[config.mk]
export PLATFORM = sky130hd
export DESIGN_NAME = gpio_bank_regs
export DESIGN_NICKNAME = d
export VERILOG_FILES = /design/src/rtl/gpio_bank_pkg.sv /design/src/rtl/gpio_addr_decode.sv /design/src/rtl/gpio_in_sync.sv /design/src/rtl/gpio_rd_mux.sv /design/src/rtl/gpio_bank_regs.sv
export SDC_FILE = /design/constraint.sdc
export NUM_CORES = 1
export LEC_CHECK = 0
export BUFFER_PORTS_ARGS = -buffer_cell sky130_fd_sc_hd__buf_4
export CORE_MARGIN = 2
export CORE_UTILIZATION = 51
export DETAILED_ROUTE_END_ITERATION = 10
export GPL_TIMING_DRIVEN = 1
export HOLD_SLACK_MARGIN = 0.08
export PLACE_DENSITY = 0.79
export SYNTH_ARGS = -nofsm -noshare
export SYNTH_HDL_FRONTEND = slang
export SYNTH_SLANG_ARGS = --single-unit
[constraint.sdc]
create_clock -name clk -period 1 [get_ports clk]
set_input_delay 0.3 -clock clk [delete_from_list [all_inputs] [get_ports clk]]
set_output_delay 0.3 -clock clk [all_outputs]
set_load 0.05 [all_outputs]
[src/rtl/gpio_bank_pkg.sv]
package gpio_bank_pkg;

    localparam int unsigned OFS_DIR  = 'h00;
    localparam int unsigned OFS_DOUT = 'h04;
    localparam int unsigned OFS_SET  = 'h08;
    localparam int unsigned OFS_CLR  = 'h0C;
    localparam int unsigned OFS_DIN  = 'h10;

    typedef enum logic [2:0] {
        SEL_NONE = 3'd0,
        SEL_DIR  = 3'd1,
        SEL_DOUT = 3'd2,
        SEL_SET  = 3'd3,
        SEL_CLR  = 3'd4,
        SEL_DIN  = 3'd5
    } reg_sel_e;

endpackage

[src/rtl/gpio_addr_decode.sv]
module gpio_addr_decode
    import gpio_bank_pkg::*;
#(
    parameter int unsigned ADDR_W = 8
) (
    input  logic [ADDR_W-1:0] addr,
    output reg_sel_e          sel
);

    localparam logic [ADDR_W-1:0] A_DIR  = ADDR_W'(OFS_DIR);
    localparam logic [ADDR_W-1:0] A_DOUT = ADDR_W'(OFS_DOUT);
    localparam logic [ADDR_W-1:0] A_SET  = ADDR_W'(OFS_SET);
    localparam logic [ADDR_W-1:0] A_CLR  = ADDR_W'(OFS_CLR);
    localparam logic [ADDR_W-1:0] A_DIN  = ADDR_W'(OFS_DIN);

    always_comb begin
        sel = SEL_NONE;
        if (addr == A_DIR) begin
            sel = SEL_DIR;
        end else if (addr == A_DOUT) begin
            sel = SEL_DOUT;
        end else if (addr == A_SET) begin
            sel = SEL_SET;
        end else if (addr == A_CLR) begin
            sel = SEL_CLR;
        end else if (addr == A_DIN) begin
            sel = SEL_DIN;
        end
    end

endmodule

[src/rtl/gpio_in_sync.sv]
module gpio_in_sync #(
    parameter int unsigned WIDTH  = 16,
    parameter int unsigned STAGES = 2
) (
    input  logic             clk,
    input  logic             rst_n,
    input  logic [WIDTH-1:0] raw_in,
    output logic [WIDTH-1:0] sync_out
);

    logic [STAGES-1:0][WIDTH-1:0] stage_d;
    logic [STAGES-1:0][WIDTH-1:0] stage_q;

    always_comb begin
        stage_d[0] = raw_in;
    end

    generate
        for (genvar s = 1; s < STAGES; s++) begin : g_stage
            always_comb begin
                stage_d[s] = stage_q[s-1];
            end
        end
    endgenerate

    always_ff @(posedge clk or negedge rst_n) begin
        if (!rst_n) begin
            stage_q <= '0;
        end else begin
            stage_q <= stage_d;
        end
    end

    assign sync_out = stage_q[STAGES-1];

endmodule

[src/rtl/gpio_rd_mux.sv]
module gpio_rd_mux
    import gpio_bank_pkg::*;
#(
    parameter int unsigned NUM_PINS = 16,
    parameter int unsigned DATA_W   = 32
) (
    input  reg_sel_e              sel,
    input  logic [NUM_PINS-1:0]   dir_val,
    input  logic [NUM_PINS-1:0]   dout_val,
    input  logic [NUM_PINS-1:0]   din_val,
    output logic [DATA_W-1:0]     rd_val
);

    always_comb begin
        rd_val = '0;
        unique case (sel)
            SEL_DIR:                     rd_val[NUM_PINS-1:0] = dir_val;
            SEL_DOUT, SEL_SET, SEL_CLR:  rd_val[NUM_PINS-1:0] = dout_val;
            SEL_DIN:                     rd_val[NUM_PINS-1:0] = din_val;
            default:                     rd_val = '0;
        endcase
    end

endmodule

[src/rtl/gpio_bank_regs.sv]
module gpio_bank_regs
    import gpio_bank_pkg::*;
#(
    parameter int unsigned NUM_PINS    = 16,
    parameter int unsigned ADDR_W      = 8,
    parameter int unsigned DATA_W      = 32,
    parameter int unsigned SYNC_STAGES = 2
) (
    input  logic                clk,
    input  logic                rst_n,
    input  logic [ADDR_W-1:0]   bus_addr,
    input  logic                bus_wr,
    input  logic [DATA_W-1:0]   bus_wdata,
    input  logic                bus_rd,
    output logic [DATA_W-1:0]   bus_rdata,
    input  logic [NUM_PINS-1:0] pin_in,
    output logic [NUM_PINS-1:0] pin_out,
    output logic [NUM_PINS-1:0] pin_oe
);

    localparam logic [NUM_PINS-1:0] DIR_RESET = '1;

    typedef struct packed {
        logic [NUM_PINS-1:0] dir;
        logic [NUM_PINS-1:0] dout;
        logic [DATA_W-1:0]   rdata;
    } bank_state_t;

    bank_state_t state_d;
    bank_state_t state_q;

    reg_sel_e            sel;
    logic [NUM_PINS-1:0] din_sync;
    logic [DATA_W-1:0]   rd_val;
    logic [NUM_PINS-1:0] wr_bits;

    gpio_addr_decode #(
        .ADDR_W (ADDR_W)
    ) u_decode (
        .addr (bus_addr),
        .sel  (sel)
    );

    gpio_in_sync #(
        .WIDTH  (NUM_PINS),
        .STAGES (SYNC_STAGES)
    ) u_sync (
        .clk      (clk),
        .rst_n    (rst_n),
        .raw_in   (pin_in),
        .sync_out (din_sync)
    );

    gpio_rd_mux #(
        .NUM_PINS (NUM_PINS),
        .DATA_W   (DATA_W)
    ) u_rdmux (
        .sel      (sel),
        .dir_val  (state_q.dir),
        .dout_val (state_q.dout),
        .din_val  (din_sync),
        .rd_val   (rd_val)
    );

    assign wr_bits = bus_wdata[NUM_PINS-1:0];

    always_comb begin
        state_d = state_q;
        if (bus_wr) begin
            unique case (sel)
                SEL_DIR:  state_d.dir  = wr_bits;
                SEL_DOUT: state_d.dout = wr_bits;
                SEL_SET:  state_d.dout = state_q.dout | wr_bits;
                SEL_CLR:  state_d.dout = state_q.dout & ~wr_bits;
                default:  state_d = state_q;
            endcase
        end
        if (bus_rd) begin
            state_d.rdata = rd_val;
        end
    end

    always_ff @(posedge clk or negedge rst_n) begin
        if (!rst_n) begin
            state_q.dir   <= DIR_RESET;
            state_q.dout  <= '0;
            state_q.rdata <= '0;
        end else begin
            state_q <= state_d;
        end
    end

    assign pin_out   = state_q.dout;
    assign pin_oe    = ~state_q.dir;
    assign bus_rdata = state_q.rdata;

endmodule

After elaboration in Yosys (flattened, before gate mapping)
Index checks and enable logic that the tools add are counted.
{"block": "totals", "ff_bits": 96, "in_bits": 60, "output_inout_bits": 64, "elab_cells": 31}
{"block": "classes", "eq_ne": 9, "muxes": 8, "n_bitwise": 4, "n_reduce_logical": 5}
{"operator": "$pmux 16 s3", "count": 2}
{"operator": "$mux 32", "count": 1}
{"operator": "$not 16->16", "count": 2}
{"operator": "$and 16x16->16", "count": 1}
{"operator": "$eq 8x4->1 const B", "count": 2}
{"operator": "$or 16x16->16", "count": 1}
{"operator": "$mux 3", "count": 5}
{"operator": "$eq 8x3->1 const B", "count": 1}
{"operator": "$eq 8x5->1 const B", "count": 1}
{"operator": "$logic_not 8->1", "count": 1}
{"operator": "$eq 3x2->1 const B", "count": 2}
{"operator": "$eq 3x3->1 const B", "count": 2}
{"operator": "$reduce_and 2->1", "count": 2}
{"operator": "$eq 3x1->1 const B", "count": 1}
{"operator": "$reduce_bool 3->1", "count": 1}
{"operator": "$reduce_or 3->1", "count": 1}

Logic depth before layout (Yosys ltp)
{"block": "depth", "depth_word": 10, "depth_mapped": 5, "depth_no_buf": 3}

Hierarchy
A second synthesis with hierarchy kept.
{"block": "unflattened", "hier_cells": 424, "hier_area_um2": 4789.6}
{"mod": "gpio_bank_regs", "n_inst": 1, "cells_per_inst": 291, "area_per_inst_um2": 3160.5, "seq_area_each_um2": 1621.6}
{"mod": "gpio_in_sync", "n_inst": 1, "cells_per_inst": 32, "area_per_inst_um2": 800.8, "seq_area_each_um2": 800.8}
{"mod": "gpio_rd_mux", "n_inst": 1, "cells_per_inst": 94, "area_per_inst_um2": 763.2, "seq_area_each_um2": 0.0}
{"mod": "gpio_addr_decode", "n_inst": 1, "cells_per_inst": 7, "area_per_inst_um2": 65.1, "seq_area_each_um2": 0.0}

Worst setup path before layout
OpenSTA, ideal clock, no wires.
{"block": "synth_timing", "path_type": "input port to flip-flop", "startpoint": "input port bus_addr[4]", "endpoint": "register state_q, in the netlist pin_out[10]", "setup_time_ns": 0.126, "arrival_ns": 1.370, "required_ns": 0.874, "path_slack_ns": -0.496, "cell_stages": 4, "n_path_buf": 1, "path_cell_list": "nor4b_4 -> buf_2 -> a31oi_1 -> a221o_1"}
{"block": "synth_via", "elab_chain_len": 9, "elab_cells_between_ends": 16, "classes_between": "eq/ne: 7; mux: 6; reduce/logical: 3"}
{"element": "from (decl)", "line": "gpio_bank_regs.sv:11", "source": "input logic [ADDR_W-1:0] bus_addr,"}
{"element": "$eq 8x5->1", "line": "gpio_addr_decode.sv:26", "source": "end else if (addr == A_DIN) begin"}
{"element": "$mux 3", "line": "gpio_addr_decode.sv:26"}
{"element": "$mux 3", "line": "gpio_addr_decode.sv:24", "source": "end else if (addr == A_CLR) begin"}
{"element": "$mux 3", "line": "gpio_addr_decode.sv:22", "source": "end else if (addr == A_SET) begin"}
{"element": "$mux 3", "line": "gpio_addr_decode.sv:20", "source": "end else if (addr == A_DOUT) begin"}
{"element": "$mux 3 (*)", "line": "gpio_addr_decode.sv:18", "source": "if (addr == A_DIR) begin"}
{"element": "$eq 3x2->1 / $eq 3x3->1 (equally long branches)", "line": "gpio_bank_regs.sv:70", "source": "unique case (sel)"}
{"element": "$reduce_bool 3->1 (no source line)"}
{"element": "$reduce_and 2->1 (no source line)"}
{"element": "to (signal assigned)", "line": "gpio_bank_regs.sv:89", "source": "state_q <= state_d;"}
{"element": "to (decl)", "line": "gpio_bank_regs.sv:30", "source": "bank_state_t state_q;"}
Every way passes the cells marked *; elsewhere a longest branch is shown, timed or not.
A chain may end at the register's enable or synchronous reset.

Worst setup path after layout
{"block": "layout_timing", "startpoint": "register state_q[61] in the netlist's numbering", "endpoint": "output port pin_oe[13]"}
{"block": "layout_via", "elab_chain_len": 1}
{"element": "$not 16->16", "line": "gpio_bank_regs.sv:94", "source": "assign pin_oe = ~state_q.dir;"}
{"element": "to (decl)", "line": "gpio_bank_regs.sv:18", "source": "output logic [NUM_PINS-1:0] pin_oe"}
No other way between the ends.

==> flow_summary.ini <==
[layout]
syn2layout_area_growth_pct = 55.3
finalNetCount = 517
final_cells = 561
drive_above_1_share_pct = 60.8
diodes = 0

[drt]
drt-initial-drc-count = 398
ant_nets = 0
wire_per_inst_um = 21.5
vias = 3181
drtPass1Iterations = 6
drc = 0
routed_wirelength_um = 12100
viasPerCell = 5.67

[worst_setup_path]
required_ps = 700
crit_slowest_cell = dfstp_2
crit_type = flop to output port
startpoint_type = flop
r2r_slack_ps = -220
cpPeakStageDelay_ps = 590
r2r_cells = 5
cp_top_family = flip-flops
critPathCaptureType = output port
reg2reg_to = bus_rdata[7]$_DFFE_PN0P_
critPathLaunch = state_q[61]$_DFFE_PN1P_
worstPathArrival_ps = 1130
worstReg2RegStart = state_q[55]$_DFFE_PN1P_
cp.buffers_inverters = 2
crit_chain = inv_2 -> buf_6
path_max_fanout = 3

[timing]
finalSetupViolCount = 96
skew_ps = 12.3
min_period_over_period_pct = 143
finalHoldViolCount = 0
holdWs_ps = 197
min_period_ps = 1430
rsz0062_at_grt = yes
final_max_slew_viol_count = 0
fmax_ghz = 0.698
fin_ws_ps = -432

[synth]
synth-seq-area-share_pct = 53.9
synth_top_area_share_pct = 42.7
synth_ff_type = dfrtp_1
yosysWarnings = 0
yosysTopAreaCell = dfrtp_1
synth_edf_count = 0
synth.area.top_cells = dfrtp_1 43%, dfstp_2 11%, buf_4 9.6%, mux2_2 6.6%, inv_1 4.8%
synth-seq-cells = 80
syn_area_per_cell_um2 = 11.8
postSynthCellCount = 319
synthArstFlopShare_pct = 100
syn_area_um2 = 3750
ys_types = 26
synth_common_cells = 64 x dfrtp_1, 48 x buf_4, 48 x inv_1
yosysMostFrequentCell = dfrtp_1

[die]
initial_utilization_pct = 52.3
pin_count = 124
rows = 31
die_w_um = 89.8
die_h_um = 89.8
dieArea_um2 = 8060
core_area_um2 = 7180

[place]
dp_hpwl_um = 5750
gp_congestion = 0.893
portBuffers = 91
placed_cells = 483

[clocking]
cts_tree = done
clk_latency_ps = 360
numCtsBuffers = 9
path_clk_slew_ps = 90
clock-root-buffer = clkbuf_8
cts_sinks = 80
cts_buffer_depth = 2
htree_levels = 3

[pwr]
clockPowerShare_pct = 28.5
switching_power_uw = 2890
seqPwrFrac_pct = 42.1
sw_frac_of_total_pct = 33.3
p_leak_uw = 0.00274
peakVddDrop_mv = 0.760
power_frac_comb_pct = 29.3
powerDensity_nw_per_um2 = 1490
intPower_uw = 5790

[global_route]
overflow = 0
grt_max_degree = 67
antenna_found_initial = 0
grt_pass1_vias = 2902
grt_use_total_pct = 24.5
grt_pass1_wl_um = 15300

[hold_path]
hp-class = primary input to flop
holdPathStages = 2
hp-start = bus_wdata[8]
min_to = pin_out[8]$_DFFE_PN0P_

[status]
status = finished, violations left
violations = negative setup slack

[run]
cap_violations = 0
[power by group through the flow]
stage / Sequential, uW / Clock [uW] / Combinational [uW]
after CTS: 3630 / 2450 / 2200
after detailed placement: 3660 / 0 / 1860
final: 3660 / 2480 / 2550
after global placement: 3660 / 0 / 1820
after floorplan: 3610 / 0 / 1450
after global routing: 3670 / 2620 / 2640
[stage by stage]
stage | setup slack (ps) | utilization, % | instance area (um2) | power (uW) | setup TNS [ps]
3_5_place_dp | -609 | 62.2 | 4460 | 5530 | -24510
5_1_grt | -448 | 81.2 | 5830 | 8930 | -25050
3_3_place_gp | -538 | 62.2 | 4460 | 5480 | -23430
2_1_floorplan | -486 | - | 3910 | 5060 | -17610
4_1_cts | -414 | 76.6 | 5500 | 8280 | -19450
6_report | -432 | 81.2 | 5830 | 8680 | -21920
[cell usage in the layout, fill, tap and decap left out, drive strengths merged]
master	count
nor4b	1
clkinv	3
dfrtp	64
nand4	17
bufinv	1
and3	1
o211a	2
inv	49
dfstp	16
xor2	1
buf	156
conb	16
or2	1
nor2	17
nor3b	2
a31oi	16
o21ba	1
nor2b	1
nor3	1
o221ai	16
clkbuf	14
dlygate4sd3	17
nand3b	1
a221o	16
mux2	32
[registers in the layout, indices dropped and copies added, names as in the netlist]
signal and cells:
bus_rdata 16, u_sync.stage_d 16, pin_out 16, u_sync.sync_out 16, state_q 16
[final cells by class]
type / count / area, um2
clock buffers: 11 / 151
clock inverters: 5 / 53.8
fillers: 359 / 1350
inverters: 48 / 183
multi-input cells: 142 / 1520
flip-flops and latches: 80 / 2020
well taps: 99 / 124
repair buffers: 176 / 1770
[worst reg2reg max path: stages (launching register included)]
cell and delay, ps:
dfstp_2 390, buf_6 110, buf_6 100, mux2_4 270, nand4_1 120, o221ai_2 110
[worst max path at each step]
stage	slack (ps)	end	cells after the start
floorplan	-490	state_q[53]$_DFFE_PN1P_	4
global placement	-540	pin_out[2]$_DFFE_PN0P_	4
detailed placement	-610	pin_out[15]$_DFFE_PN0P_	5
CTS	-410	pin_oe[13]	2
global route	-450	pin_oe[13]	2
finish	-430	pin_oe[13]	2
[repair_timing]
item,CTS,global route
setup buffers,27,19
hold endpoints to repair,80,0
gates resized for setup,107,43
gates cloned,3,4
hold buffers,17,0
pin swaps,11,19
endpoints found under the setup margin,93,96
[routing by layer]
metal  GRT usage [%]  wire length, um  vias up
met4            13.7              555        0
met5               0                0        -
li1                -                -     1327
met2            39.5             5900      237
met3            3.52             1050       67
met1            31.9             4580     1550
[cells by family (layout without fill, tap and decap cells)]
family | Yosys count | count (layout) | synth area share [%]
AO/OA/AOI/OAI | 50 | 51 | 11.2
AND/OR/NAND/NOR | 42 | 42 | 7.17
flip-flops | 80 | 80 | 53.9
buffers and inverters | 113 | 240 | 16.8
XOR/XNOR | 1 | 1 | 0.233
other | 1 | 16 | 0.0999
multiplexers | 32 | 32 | 10.6
(Power assumes the default switching activity.)
